## src/rtl/pci_par_pkg.sv

```systemverilog
package pci_par_pkg;

   // Kind of bus phase captured on a clock edge
   typedef enum logic [1:0] {
      PH_IDLE = 2'd0,
      PH_ADDR = 2'd1,
      PH_DATA = 2'd2
   } phase_e;

endpackage

```

## src/rtl/pci_par_xor_tree.sv

```systemverilog
module pci_par_xor_tree #(
   parameter int W        = 37,
   parameter bit EXPLICIT = 1'b1
) (
   input  logic [W-1:0] din,
   output logic         odd
);

   localparam int LV = (W > 1) ? $clog2(W) : 0;
   localparam int N  = 1 << LV;

   if (W < 1) begin : g_bad_w
      $error("pci_par_xor_tree: W must be at least 1");
   end

   if (EXPLICIT) begin : g_tree
      for (genvar l = 0; l <= LV; l++) begin : g_lvl
         localparam int CNT = N >> l;
         logic [CNT-1:0] v;
         if (l == 0) begin : g_leaf
            for (genvar j = 0; j < CNT; j++) begin : g_j
               if (j < W) begin : g_in
                  assign v[j] = din[j];
               end else begin : g_pad
                  assign v[j] = 1'b0;
               end
            end
         end else begin : g_node
            for (genvar j = 0; j < CNT; j++) begin : g_j
               assign v[j] = g_lvl[l-1].v[2*j] ^ g_lvl[l-1].v[2*j+1];
            end
         end
      end
      assign odd = g_lvl[LV].v[0];
   end else begin : g_flat
      assign odd = ^din;
   end

endmodule

```

## src/rtl/pci_par_phase_trk.sv

```systemverilog
module pci_par_phase_trk
   import pci_par_pkg::*;
(
   input  logic   clk,
   input  logic   rst_n,
   input  logic   frame_n,
   input  logic   irdy_n,
   input  logic   trdy_n,
   input  logic   tgt_sel,
   output phase_e kind
);

   logic prev_frame_n;
   logic prev_irdy_n;
   logic is_addr;
   logic is_data;

   always_ff @(posedge clk) begin
      if (!rst_n) begin
         prev_frame_n <= 1'b1;
         prev_irdy_n  <= 1'b1;
      end else begin
         prev_frame_n <= frame_n;
         prev_irdy_n  <= irdy_n;
      end
   end

   // Address phase: frame falls out of a fully idle bus
   assign is_addr = !frame_n && prev_frame_n && prev_irdy_n;
   // Data phase: transfer completes and this device owns it
   assign is_data = !is_addr && !irdy_n && !trdy_n && tgt_sel;

   always_comb begin
      if (is_addr)      kind = PH_ADDR;
      else if (is_data) kind = PH_DATA;
      else              kind = PH_IDLE;
   end


   addr_not_repeated_chk: assert property (@(posedge clk) disable iff (!rst_n)
      (kind == PH_ADDR) |=> (kind != PH_ADDR));

endmodule

```

## src/rtl/pci_par_chk_stage.sv

```systemverilog
module pci_par_chk_stage
   import pci_par_pkg::*;
#(
   parameter int AD_W          = 32,
   parameter int BE_W          = 4,
   parameter bit TREE_EXPLICIT = 1'b1
) (
   input  logic            clk,
   input  logic            rst_n,
   input  logic [AD_W-1:0] ad,
   input  logic [BE_W-1:0] cbe_n,
   input  logic            par,
   input  phase_e          kind,
   output logic            addr_err,
   output logic            data_err
);

   localparam int SUM_W = AD_W + BE_W + 1;

   logic [AD_W-1:0] cap_ad;
   logic [BE_W-1:0] cap_cbe;
   phase_e          cap_kind;
   logic            odd;

   always_ff @(posedge clk) begin
      if (!rst_n) begin
         cap_ad   <= '0;
         cap_cbe  <= '0;
         cap_kind <= PH_IDLE;
      end else begin
         cap_ad   <= ad;
         cap_cbe  <= cbe_n;
         cap_kind <= kind;
      end
   end

   pci_par_xor_tree #(
      .W        (SUM_W),
      .EXPLICIT (TREE_EXPLICIT)
   ) u_tree (
      .din ({cap_ad, cap_cbe, par}),
      .odd (odd)
   );

   assign addr_err = (cap_kind == PH_ADDR) && odd;
   assign data_err = (cap_kind == PH_DATA) && odd;


   addr_err_spaced_chk: assert property (@(posedge clk) disable iff (!rst_n)
      addr_err |=> !addr_err);


   err_kinds_exclusive_chk: assert property (@(posedge clk) disable iff (!rst_n)
      !(addr_err && data_err));

endmodule

```

## src/rtl/pci_par_report.sv

```systemverilog
module pci_par_report #(
   parameter int STAT_W  = 16,
   parameter int DPE_POS = 15,
   parameter int SSE_POS = 14
) (
   input  logic              clk,
   input  logic              rst_n,
   input  logic              addr_err,
   input  logic              data_err,
   input  logic              cmd_per,
   input  logic              cmd_serr_en,
   input  logic              stat_wr,
   input  logic [STAT_W-1:0] stat_wdata,
   output logic              perr_n,
   output logic              serr_n,
   output logic              stat_det_par,
   output logic              stat_sig_serr
);

   logic dpe_set;
   logic sse_set;
   logic dpe_clr;
   logic sse_clr;
   logic unused_wdata;

   assign dpe_set = addr_err || data_err;
   assign sse_set = addr_err && cmd_per && cmd_serr_en;
   assign dpe_clr = stat_wr && stat_wdata[DPE_POS];
   assign sse_clr = stat_wr && stat_wdata[SSE_POS];
   assign unused_wdata = ^stat_wdata;

   always_ff @(posedge clk) begin
      if (!rst_n) begin
         perr_n        <= 1'b1;
         serr_n        <= 1'b1;
         stat_det_par  <= 1'b0;
         stat_sig_serr <= 1'b0;
      end else begin
         perr_n        <= !(data_err && cmd_per);
         serr_n        <= !sse_set;
         // a set on the same edge as a clear wins
         stat_det_par  <= dpe_set || (stat_det_par && !dpe_clr);
         stat_sig_serr <= sse_set || (stat_sig_serr && !sse_clr);
      end
   end


   perr_needs_enable_chk: assert property (@(posedge clk) disable iff (!rst_n)
      !perr_n |-> $past(cmd_per));


   perr_flags_status_chk: assert property (@(posedge clk) disable iff (!rst_n)
      !perr_n |-> stat_det_par);


   serr_one_clock_chk: assert property (@(posedge clk) disable iff (!rst_n)
      !serr_n |=> serr_n);


   serr_flags_status_chk: assert property (@(posedge clk) disable iff (!rst_n)
      !serr_n |-> (stat_sig_serr && stat_det_par));


   serr_perr_apart_chk: assert property (@(posedge clk) disable iff (!rst_n)
      !serr_n |-> perr_n);


   set_beats_clear_chk: assert property (@(posedge clk) disable iff (!rst_n)
      (addr_err || data_err) |=> stat_det_par);

endmodule

```

## src/rtl/pci_tgt_par_rpt.sv

```systemverilog
module pci_tgt_par_rpt
   import pci_par_pkg::*;
#(
   parameter int AD_W          = 32,
   parameter int STAT_W        = 16,
   parameter int DPE_POS       = 15,
   parameter int SSE_POS       = 14,
   parameter bit TREE_EXPLICIT = 1'b1
) (
   input  logic              clk,
   input  logic              rst_n,
   input  logic [AD_W-1:0]   ad,
   input  logic [AD_W/8-1:0] cbe_n,
   input  logic              par,
   input  logic              frame_n,
   input  logic              irdy_n,
   input  logic              trdy_n,
   input  logic              tgt_sel,
   input  logic              cmd_per,
   input  logic              cmd_serr_en,
   input  logic              stat_wr,
   input  logic [STAT_W-1:0] stat_wdata,
   output logic              perr_n,
   output logic              serr_n,
   output logic              stat_det_par,
   output logic              stat_sig_serr
);

   localparam int BE_W = AD_W / 8;

   if (AD_W % 8 != 0 || AD_W < 8) begin : g_bad_ad
      $error("pci_tgt_par_rpt: AD_W must be a nonzero multiple of 8");
   end
   if (DPE_POS >= STAT_W || SSE_POS >= STAT_W || DPE_POS == SSE_POS) begin : g_bad_pos
      $error("pci_tgt_par_rpt: status bit positions invalid");
   end

   phase_e kind;
   logic   addr_err;
   logic   data_err;

   pci_par_phase_trk u_trk (
      .clk     (clk),
      .rst_n   (rst_n),
      .frame_n (frame_n),
      .irdy_n  (irdy_n),
      .trdy_n  (trdy_n),
      .tgt_sel (tgt_sel),
      .kind    (kind)
   );

   pci_par_chk_stage #(
      .AD_W          (AD_W),
      .BE_W          (BE_W),
      .TREE_EXPLICIT (TREE_EXPLICIT)
   ) u_chk (
      .clk      (clk),
      .rst_n    (rst_n),
      .ad       (ad),
      .cbe_n    (cbe_n),
      .par      (par),
      .kind     (kind),
      .addr_err (addr_err),
      .data_err (data_err)
   );

   pci_par_report #(
      .STAT_W  (STAT_W),
      .DPE_POS (DPE_POS),
      .SSE_POS (SSE_POS)
   ) u_rep (
      .clk           (clk),
      .rst_n         (rst_n),
      .addr_err      (addr_err),
      .data_err      (data_err),
      .cmd_per       (cmd_per),
      .cmd_serr_en   (cmd_serr_en),
      .stat_wr       (stat_wr),
      .stat_wdata    (stat_wdata),
      .perr_n        (perr_n),
      .serr_n        (serr_n),
      .stat_det_par  (stat_det_par),
      .stat_sig_serr (stat_sig_serr)
   );

endmodule

```

## config.mk

```make
export PLATFORM = sky130hd
export DESIGN_NAME = pci_tgt_par_rpt
export DESIGN_NICKNAME = d
export VERILOG_FILES = /design/src/rtl/pci_par_pkg.sv /design/src/rtl/pci_par_xor_tree.sv /design/src/rtl/pci_par_phase_trk.sv /design/src/rtl/pci_par_chk_stage.sv /design/src/rtl/pci_par_report.sv /design/src/rtl/pci_tgt_par_rpt.sv
export SDC_FILE = /design/constraint.sdc
export NUM_CORES = 1
export LEC_CHECK = 0
export BUFFER_PORTS_ARGS = -buffer_cell sky130_fd_sc_hd__buf_4
export CAP_MARGIN = 20
export CORE_AREA = 5 5 64 66
export CTS_CLUSTER_DIAMETER = 100
export CTS_CLUSTER_SIZE = 14
export DETAILED_ROUTE_END_ITERATION = 10
export DIE_AREA = 0 0 69 71
export GPL_ROUTABILITY_DRIVEN = 0
export GPL_TIMING_DRIVEN = 0
export HOLD_SLACK_MARGIN = 0.08
export PLACE_DENSITY_LB_ADDON = 0.2
export SLEW_MARGIN = 25
export SYNTH_ARGS = -nofsm -noshare
export SYNTH_HDL_FRONTEND = slang
export SYNTH_SLANG_ARGS = --single-unit
```

## constraint.sdc

```tcl
create_clock -name clk -period 4.9 [get_ports clk]
set_clock_uncertainty 0.2 [all_clocks]
set_input_delay 0.98 -clock clk [delete_from_list [all_inputs] [get_ports clk]]
set_output_delay 0.98 -clock clk [all_outputs]
set_load 0.02 [all_outputs]
```

* Word-level counts from Yosys, hierarchy flattened
Cells that the tools add are included.
** Storage, ports and cells
- Register bits after elaboration :: 44
- Input bits :: 62
- Output and inout port bits :: 4
- Word-level logic and storage cells :: 77
** Operators by class
- Equality and inequality tests :: 2
- Muxes and demuxes :: 2
- Bitwise logic cells :: 37
- Reduce and logical (&&, ||, !) cells :: 26
** Operators with widths (count)
- XOR 1 bit :: 36
- logical AND 1 bit :: 14
- zero test 1 bit :: 8
- logical OR 1 bit :: 3
- == test 2 x 1 -> 1 bit, second input constant :: 1
- == test 2 bit, second input constant :: 1
- two-way mux 2 bit :: 1
- OR reduction 2 bit :: 1
- two-way mux 1 bit :: 1
- NOT 1 bit :: 1

* Depth between registers and ports, before layout
Gate-level depths: netlist of run 1.
- Word-level depth :: 10
- Gate-level depth with buffers :: 6
- Depth with buffers taken out :: 6

* Modules after synthesis
Synthesis of run 1 repeated with hierarchy kept, for this count alone.
** Second synthesis, totals
- Cell total of the unflattened synthesis :: 135
- Area total of the unflattened synthesis :: 1581.5 um^2
** Modules (own cells, without submodules)
- pci_par_chk_stage :: times used 1, cells an instance 82, area an instance 1054.8 um^2, seq. area each 760.7 um^2
- pci_par_xor_tree :: times used 1, cells an instance 35, area an instance 320.3 um^2, seq. area each 0.0 um^2
- pci_par_report :: times used 1, cells an instance 11, area an instance 122.6 um^2, seq. area each 80.1 um^2
- pci_par_phase_trk :: times used 1, cells an instance 7, area an instance 83.8 um^2, seq. area each 40.0 um^2

* Worst setup path after synthesis of run 1
No wires, ideal clock.
- Kind :: input -> register
- Start :: input port par
- End :: register u_rep.stat_sig_serr
- Library setup time :: 0.116 ns
- Arrival time :: 2.233 ns
- Data required time :: 4.584 ns
- Setup slack :: 2.351 ns
- Stages :: 6
- Path buffers :: 0
- Cell sequence :: xnor2_1 -> xnor2_1 -> xnor2_2 -> xnor3_2 -> xnor2_2 -> a41o_1
** On the way
- Cells in the longest elaborated chain, start to end :: 10
** Ends and longest elaborated chain
- start, declared :: line pci_tgt_par_rpt.sv:14 : input logic par,
- XOR 1 bit (6 in a row) :: line pci_par_xor_tree.sv:30 : assign v[j] = g_lvl[l-1].v[2*j] ^ g_lvl[l-1].v[2*j+1];
- logical AND 1 bit :: line pci_par_chk_stage.sv:45 : assign addr_err = (cap_kind == PH_ADDR) && odd;
- logical AND 1 bit (2 in a row) :: line pci_par_report.sv:27 : assign sse_set = addr_err && cmd_per && cmd_serr_en;
- logical OR 1 bit :: line pci_par_report.sv:43 : stat_sig_serr <= sse_set || (stat_sig_serr && !sse_clr);
- end signal, assigned :: line pci_par_report.sv:43
- end, declared :: line pci_par_report.sv:17 : output logic stat_sig_serr
Every way passes these cells.
A chain may end at the register's enable or synchronous reset.

* Worst setup path after layout of run 1
Ends and elaborated chain as after synthesis.

==> summary.md, run 1 <==
The worst register-to-register path begins at u_chk.cap_ad[11]. The routed layout has 1,061 vias. The worst stage delay on the critical path was 0.40 ns; the relative area change from synthesis to final layout was 30.8%. TritonCTS built the clock tree.

The yosys synthesis warning count was 0; the minimum clock period was 2.38 ns. Of all nets on the critical path, the largest fanout is 3. The endpoint of the most critical register-to-register path was u_rep.stat_sig_serr. The timing-limited maximum frequency was 421 MHz.

The synthesized netlist occupies a cell area of 1630 um^2. Cell class contributing the biggest share of worst-path delay: XOR/XNOR gates. The detailed router finished its first iteration with 44 violations. The count of nets left with antenna violations once routing finished came out at 0. The maximum number of pins on one net before global-route repair is 13, and the synthesized area per cell is 11.6 um^2.

The run gives 0 as the initial antenna violation count. Data arrives at the worst endpoint at 2.41 ns. Setup violations remaining at the end of the flow were counted as 0. The design internal power is 0.576 mW, and the switching power share of the total is 25.5%.

Number of max-slew violations in the final report: 0. The run gives 260 as the number of nets in the finished design. The transition time of the tightest slew-check pin was 0.353 ns.

The logs give 0 for the overflow left after global routing and 2140 um for the detailed placer's ending HPWL. Measured along the x axis, the die boundary spans 69 um. The run gives 27.8% as the combinational power share.

The cell sitting at the root of the clock tree is a sky130_fd_sc_hd__clkbuf_4. 66 I/O pins were placed. Row generation in the floorplan step produced 22 rows. Setup repair after global routing left no endpoint under its margin. The final antenna diode count is 0. The sequential cells in the finished layout cover a total of 881 um^2. The logs give 0.935 nW for the leakage power figure and 2.85 ns for the reg2reg setup slack.

Buffers inserted to repair hold after CTS numbered 0. The maximum VDD drop is 0.184 mV. Adding up every negative setup slack in the final design gives 0 ns. The tools report the required time reported for the critical path endpoint as 4.94 ns.

For the area taken by multi-input logic gates, the log shows 733 um^2. The critical path is of the primary input to flip-flop type. The number of buffers created by CTS was 5. The number of buffers inserted to repair setup after CTS is 0, and the count of buffer and inverter cells on the critical path is 1.

For this design the ratio of total power to cell area is 363 nW/um^2. In this run the power spent charging and discharging nets is 0.197 mW. The number of gates on the worst path with buffers counted works out to 7. Once routing completed, OpenROAD measured the worst setup slack at 2.52 ns.

The tools report the critical path launch point type as a primary input. The run gives 0 as the final hold violation count. Prior to clock tree synthesis, the placed netlist has a worst setup slack of 2.15 ns. Traced cell by cell, the critical path runs through buf_4 -> xnor2_1 -> xnor2_1 -> xnor2_2 -> xnor3_2 -> xnor2_2 -> a41o_1. In the global route stage, overall resource usage came out at 11.8%. The number of distinct library cells after synthesis was 19; the remaining design rule violation count was 0. The run gives 3 as the total iterations of the first detailed-routing run. The worst hold path belongs to the class flip-flop to flip-flop.

The logs give 320 for the number of inserted filler cells in the final layout and 0.773 mW for the total power of the final layout. Max-cap violations in this run came to 0. The critical path ends at u_rep.stat_sig_serr.

Clock-pin slew was measured on the worst setup and hold paths at 0.11 ns. The flow ran to the end, and the final reports show no timing, DRC or antenna violations. For this design, the sink count on the clock tree is 44. The number of instances resized during post-cts repair was 0. Total wire length after detailed routing: 2650 um. In this run the standard cell core region covers 3520 um^2. STA classifies the critical path endpoint as a flip-flop. Sequential cells were found to cover 54.1% of the synthesized design area. The post-route netlist has 32.7% of its cells at a drive strength greater than 1.

The most critical setup path has its startpoint at par. The H-tree depth was 2; the number of global-route vias before repair was 1,113. For the worst-skew pair, the clock arrives at the later sink with an insertion delay of 0.33 ns.

Synthesis produced a netlist with a net count of 202. The first global-routing pass estimated 4600 um of wire. The highest-delay cell along the critical path was sky130_fd_sc_hd__xnor3_2.

Per report_power, the clock group accounts for 22.2% of the total. Counting cells, the worst reg-to-reg path comes to 6. The floorplan step defined a die boundary enclosing 4900 um^2. Port buffering added 51 buffers.

Measured against its own limit, the worst slew margin works out to 76.5%. The clock passes through at most 2 buffers. The post-synthesis sequential element count was 44.

The average vias per placed instance works out to 4.30. The share of the clock period used by the worst path after layout was 48.5%; the synthesized netlist cell count was 140. Once the floorplan was initialized, standard cells occupied 46.2% of the core. For the sequential share of power, the log shows 50.1%. The die is 71 um tall.

The routed wire length per instance came out at 10.7 um.
==> routing by layer <==
layer / track usage, % / wire, um / up-vias
met2: 19.0 / 1250 / 37
met1: 13.9 / 1150 / 469
met5: 0 / 0 / -
li1: - / - / 550
met4: 5.21 / 54 / 0
met3: 4.55 / 195 / 5
==> how the worst min path moves through the flow <==
stage                       from      endpoint  slack [ns]  cells past startpoint
5_1_grt        u_chk.cap_kind[1]  u_rep.serr_n        0.39                      2
3_5_place_dp   u_chk.cap_kind[1]  u_rep.serr_n        0.33                      2
4_1_cts        u_chk.cap_kind[1]  u_rep.serr_n        0.35                      2
6_report       u_chk.cap_kind[1]  u_rep.serr_n        0.35                      2
2_1_floorplan  u_chk.cap_kind[0]  u_rep.perr_n        0.28                      2
3_3_place_gp   u_chk.cap_kind[0]  u_rep.perr_n        0.31                      2
==> kinds of logic after synthesis <==
| family | after synthesis | synth area share [%] |
|---|---|---|
| compound gates | 3 | 1.61 |
| xor+xnor | 36 | 24.2 |
| buf+inv | 4 | 0.921 |
| flops | 44 | 54.1 |
| simple gates | 53 | 19.2 |
==> worst min-delay path: cells and delay by family, from the launching register on <==
| family | cells | cell delay (ns) |
|---|---|---|
| flops | 1 | 0.37 |
| simple gates | 2 | 0.16 |
==> cell usage in the layout (no fill, tap or decap), drive strengths merged <==
cell,n
nor2b,1
nand2b,2
nor4b,1
buf,51
nand3b,1
o2111a,1
nand4,2
a41o,1
xor2,5
nor2,2
nand2,7
dfxtp,44
and2,37
xnor3,1
xnor2,30
a21oi,1
clkbuf,12
==> sequential cells by signal, summed over array words and instances, names as in the netlist <==
signal	cells
u_trk.prev_frame_n	1
u_trk.prev_irdy_n	1
u_rep.perr_n	1
u_chk.cap_kind	2
u_rep.stat_det_par	1
u_chk.cap_ad	32
u_rep.stat_sig_serr	1
u_chk.cap_cbe	4
u_rep.serr_n	1
==> stage by stage <==
step / std cells / hold slack [ns] / area [um^2] / util [%]
detailed placement: 239 / 0.329 / 2070 / 58.8
floorplan: 140 / 0.284 / 1630 / -
finish: 247 / 0.350 / 2130 / 60.5
CTS: 247 / 0.351 / 2130 / 60.5
global placement: 239 / 0.307 / 2070 / 58.8
global route: 247 / 0.391 / 2130 / 60.5
==> power groups by stage <==
stage	clock network [mW]	logic, mW	registers (mW)
floorplan	0	0.160	0.397
global placement	0	0.209	0.394
detailed placement	0	0.216	0.395
CTS	0.181	0.217	0.387
global route	0.199	0.233	0.389
finish	0.171	0.215	0.387
==> cell usage after synthesis <==
cell type,n,area [um^2]
sky130_fd_sc_hd__a21oi_1,1,5.00
sky130_fd_sc_hd__a41o_1,1,10.0
sky130_fd_sc_hd__and2_1,37,231
sky130_fd_sc_hd__clkbuf_1,4,15.0
sky130_fd_sc_hd__dfxtp_1,44,881
sky130_fd_sc_hd__nand2_1,7,26.3
sky130_fd_sc_hd__nand2b_1,2,12.5
sky130_fd_sc_hd__nand3b_1,1,7.51
sky130_fd_sc_hd__nand4_1,2,12.5
sky130_fd_sc_hd__nor2_1,2,7.51
sky130_fd_sc_hd__nor2b_1,1,6.26
sky130_fd_sc_hd__nor4b_1,1,8.76
sky130_fd_sc_hd__o2111a_1,1,11.3
sky130_fd_sc_hd__xnor2_1,24,210
sky130_fd_sc_hd__xnor2_2,5,81.3
sky130_fd_sc_hd__xnor2_4,1,27.5
sky130_fd_sc_hd__xnor3_2,1,23.8
sky130_fd_sc_hd__xor2_1,4,35.0
sky130_fd_sc_hd__xor2_2,1,16.3
==> final cells by class <==
class,count,share of cell area (%)
clock buffers,8,2.76
repair buffers,51,18.0
well taps,48,2.82
flip-flops and latches,44,41.3
multi-input cells,92,34.4
plain buffers,4,0.705
Power figures use the tool's default switching activity.
==> inputs of run 2 (changes only) <==
Settings changed: CORE_AREA 5 5 64 66 to 5 5 69 71, DIE_AREA 0 0 69 71 to 0 0 74 76.
Clock period 4.9 ns to 1.9 ns, I/O delays scaled along.
==> run 2 against run 1 <==
Compared with the run above: the flow now finishes with violations (negative setup slack); core utilization decreased by 5.4 points; worst hold slack got worse by 0.26 ns; clock power increased to 3.5 times the previous value; critical path depth down 1; sequential share of layout area down 2.8 points; register-to-register slack worse by 2.9 ns; cell area grew 7.9%; cell count is 4.9% higher; critical path type is now flip-flop to flip-flop; largest power group unchanged.
==> summary.md, run 2 (same netlist as run 1, synthesis figures left out) <==
STA classifies the critical path endpoint as a flip-flop. The detailed placer's ending HPWL was 2200 um (+2.5%). Maximum number of pins on one net before global-route repair: 14 (+1). The number of port buffers was 51 (unchanged); the die boundary width was 74 um (+7.2%). The logs give 24 (+9.1%) for the number of standard-cell rows in the floorplan and 2080 um^2 (+0.24%) for the post-detailed-placement cell area.

Final hold slack: 0.0876 ns (-0.263 ns). Setup repair after global routing could not meet its margin everywhere. The final hold violation count is 0 (unchanged), and the number of flip-flops under the largest register name is 32 (unchanged).

The smallest setup slack after layout was -0.0643 ns (-2.59 ns). The average vias per placed instance was 4.14 (-3.6%). Number of nets with antenna violations after routing: 0 (unchanged). Of the available clock period, the critical path in the final layout requires 103%. Die area: 5620 um^2 (+15%).

The category of the most critical setup path is flip-flop to flip-flop. Maximum VDD drop: 0.534 mV (+190%). The leakage power figure was 1.01 nW (+8.3%); the transition time of the tightest slew-check pin was 0.349 ns (-0.00417 ns). The logs give 5 (unchanged) for the number of buffers created by CTS and 509 MHz for the timing-limited maximum frequency. The global-route total usage across every layer is 11.0% (-0.74 points), and the wire length of the first global-routing pass is 4620 um (+0.46%). The run gives 0 (unchanged) as the number of maximum-capacitance violations. The final-report setup violation count came out at 3 (+3). The share of cells above drive strength 1 came out at 37.2% (+4.5 points). The die height came out at 76 um (+7.0%). The run gives 44 (unchanged) as the number of sinks driven by the clock tree.

Total wire length after detailed routing: 2880 um (+8.7%). The total power of the final layout came out at 2.17 mW (+180%). TritonCTS built the clock tree. The number of max-slew violations in the final report was 0 (unchanged); the highest net fanout along the worst path was 3 (unchanged). STA classifies the critical path startpoint as a flip-flop. The tools report the final antenna diode count as 0 (unchanged). The largest registers in the layout are u_chk.cap_ad x32, u_chk.cap_cbe x4, u_chk.cap_kind x2. The routed wire length per instance was 11.1 um (+3.7%); the starting utilization of the core area was 39.0% (-7.2 points). The total power divided by cell area works out to 942 nW/um^2 (+160%). The clock latency on the worst-skew pair is 0.29 ns (-0.04 ns), and the number of buffers inserted to repair setup after CTS is 0 (unchanged).

Clock root buffer: sky130_fd_sc_hd__clkbuf_8. The number of nets in the finished design is 268 (+3.1%). Leaving out fill and tap cells, the most frequent cell in the layout is sky130_fd_sc_hd__buf_4. The total iterations of the first detailed-routing run is 4 (+1). For the top-level I/O count, the log shows 66 (unchanged). The run gives 4170 um^2 (+18%) as the placeable core area. The flow ran to the end, but the final reports show violations. The run gives 76.8% (+0.28 points) as the worst-case headroom to the max-slew limit.

The initial antenna violation count is 0 (unchanged). The remaining design rule violation count is 0 (unchanged), and the required time reported for the critical path endpoint is 1.89 ns (-3.05 ns). The number of inserted filler cells in the final layout is 383 (+20%). In the layout the commonest cells are sky130_fd_sc_hd__buf_4 (51), sky130_fd_sc_hd__dfxtp_1 (40), sky130_fd_sc_hd__and2_1 (37). The clock transition at the register clock pins on the worst setup and hold paths after CTS was 0.08 ns (-0.03 ns); the H-tree depth was 2 (unchanged). The relative area change from synthesis to final layout works out to 41.2%. The number of global-route vias before repair was 1,097 (-1.4%). The routed design could run at a clock period as short as 1.96 ns. The logs give 2 (unchanged) for the maximum buffer depth of the clock tree and 34 (-23%) for the initial detailed-routing violation count. The checks that failed: negative setup slack.

The register name with the most flops is u_chk.cap_ad. The logs give 1.95 ns (-0.46 ns) for the arrival time of data at the critical path endpoint and 0 (unchanged) for the overflow left after global routing. The min-delay analysis places its worst path in the category primary input to flip-flop. The tools report the final cell area excluding filler cells as 2300 um^2 (+7.9%). The via count is 1,073 (+1.1%).
-- run 2: cell count changes in the layout (fill, tap and decap cells not counted) --
cell and delta:
sky130_fd_sc_hd__dlygate4sd3_1 +8, sky130_fd_sc_hd__clkbuf_4 -5, sky130_fd_sc_hd__clkbuf_8 +5, sky130_fd_sc_hd__xnor2_1 -5, sky130_fd_sc_hd__xnor2_2 +5, sky130_fd_sc_hd__dfxtp_1 -4
sky130_fd_sc_hd__dfxtp_2 +4, sky130_fd_sc_hd__clkbuf_1 -2, sky130_fd_sc_hd__clkinv_2 +2, sky130_fd_sc_hd__xor2_1 -1, sky130_fd_sc_hd__xor2_2 +1
-- run 2: path summary, 6_finish.rpt --
path	startpoint	endpoint	slack, ns	cells past startpoint
worst max-delay path	u_chk.cap_ad[0]	u_rep.stat_sig_serr	-0.06	6
worst min-delay path	frame_n	u_trk.prev_frame_n	0.09	2
worst max register to register	u_chk.cap_ad[0]	u_rep.stat_sig_serr	-0.06	6
worst min register to register	u_chk.cap_kind[0]	u_rep.perr_n	0.33	2
-- run 2: layout make-up --
cell class	count	area (um^2)	share of cell area [%]
Clock buffer	6	82.6	3.59
Tap cell	52	65.1	2.83
Buffer	4	15.0	0.653
Multi-Input combinational cell	92	778	33.8
Timing Repair Buffer	59	463	20.1
Clock inverter	2	10.0	0.435
Sequential cell	44	886	38.5
-- run 2: worst max-delay path: stages (launching register included) --
cell and delay (ns):
sky130_fd_sc_hd__dfxtp_2 0.34, sky130_fd_sc_hd__xor2_2 0.18, sky130_fd_sc_hd__xnor2_2 0.18, sky130_fd_sc_hd__xnor2_2 0.14, sky130_fd_sc_hd__xnor3_2 0.48, sky130_fd_sc_hd__xnor2_2 0.16
sky130_fd_sc_hd__a41o_1 0.18
-- run 2: routing by layer --
metal	track usage (%)	up-vias	part of all wire, %
met5	0	-	0
met4	4.89	0	2.2
met3	5.54	6	11
met2	17.2	39	49
met1	12.4	467	38
li1	-	561	-
-- run 2: repair_timing --
item | 4_1_cts | 5_1_grt
gates resized for setup | 0 | 10
endpoints found under the setup margin | 4 | 4
hold endpoints to repair | 4 | 4
pin swaps | 6 | 3
hold buffers | 4 | 4
-- run 2: stage by stage --
| step | cells | setup slack (ns) | util [%] | TNS, ns |
|---|---|---|---|---|
| after global placement | 243 | -0.0685 | 49.8 | -0.204 |
| after global routing | 259 | -0.137 | 55.1 | -0.363 |
| after floorplan | 140 | 0.0456 | - | 0 |
| final | 259 | -0.0643 | 55.1 | -0.123 |
| after CTS | 255 | -0.115 | 52.9 | -0.314 |
| after detailed placement | 243 | -0.118 | 49.8 | -0.366 |
-- run 2: power by group --
group	total, mW	internal (mW)	leakage (nW)	switching [mW]
clock network	0.591	0.290	0.0510	0.301
registers	1.00	0.975	0.367	0.0249
logic	0.576	0.352	0.596	0.224
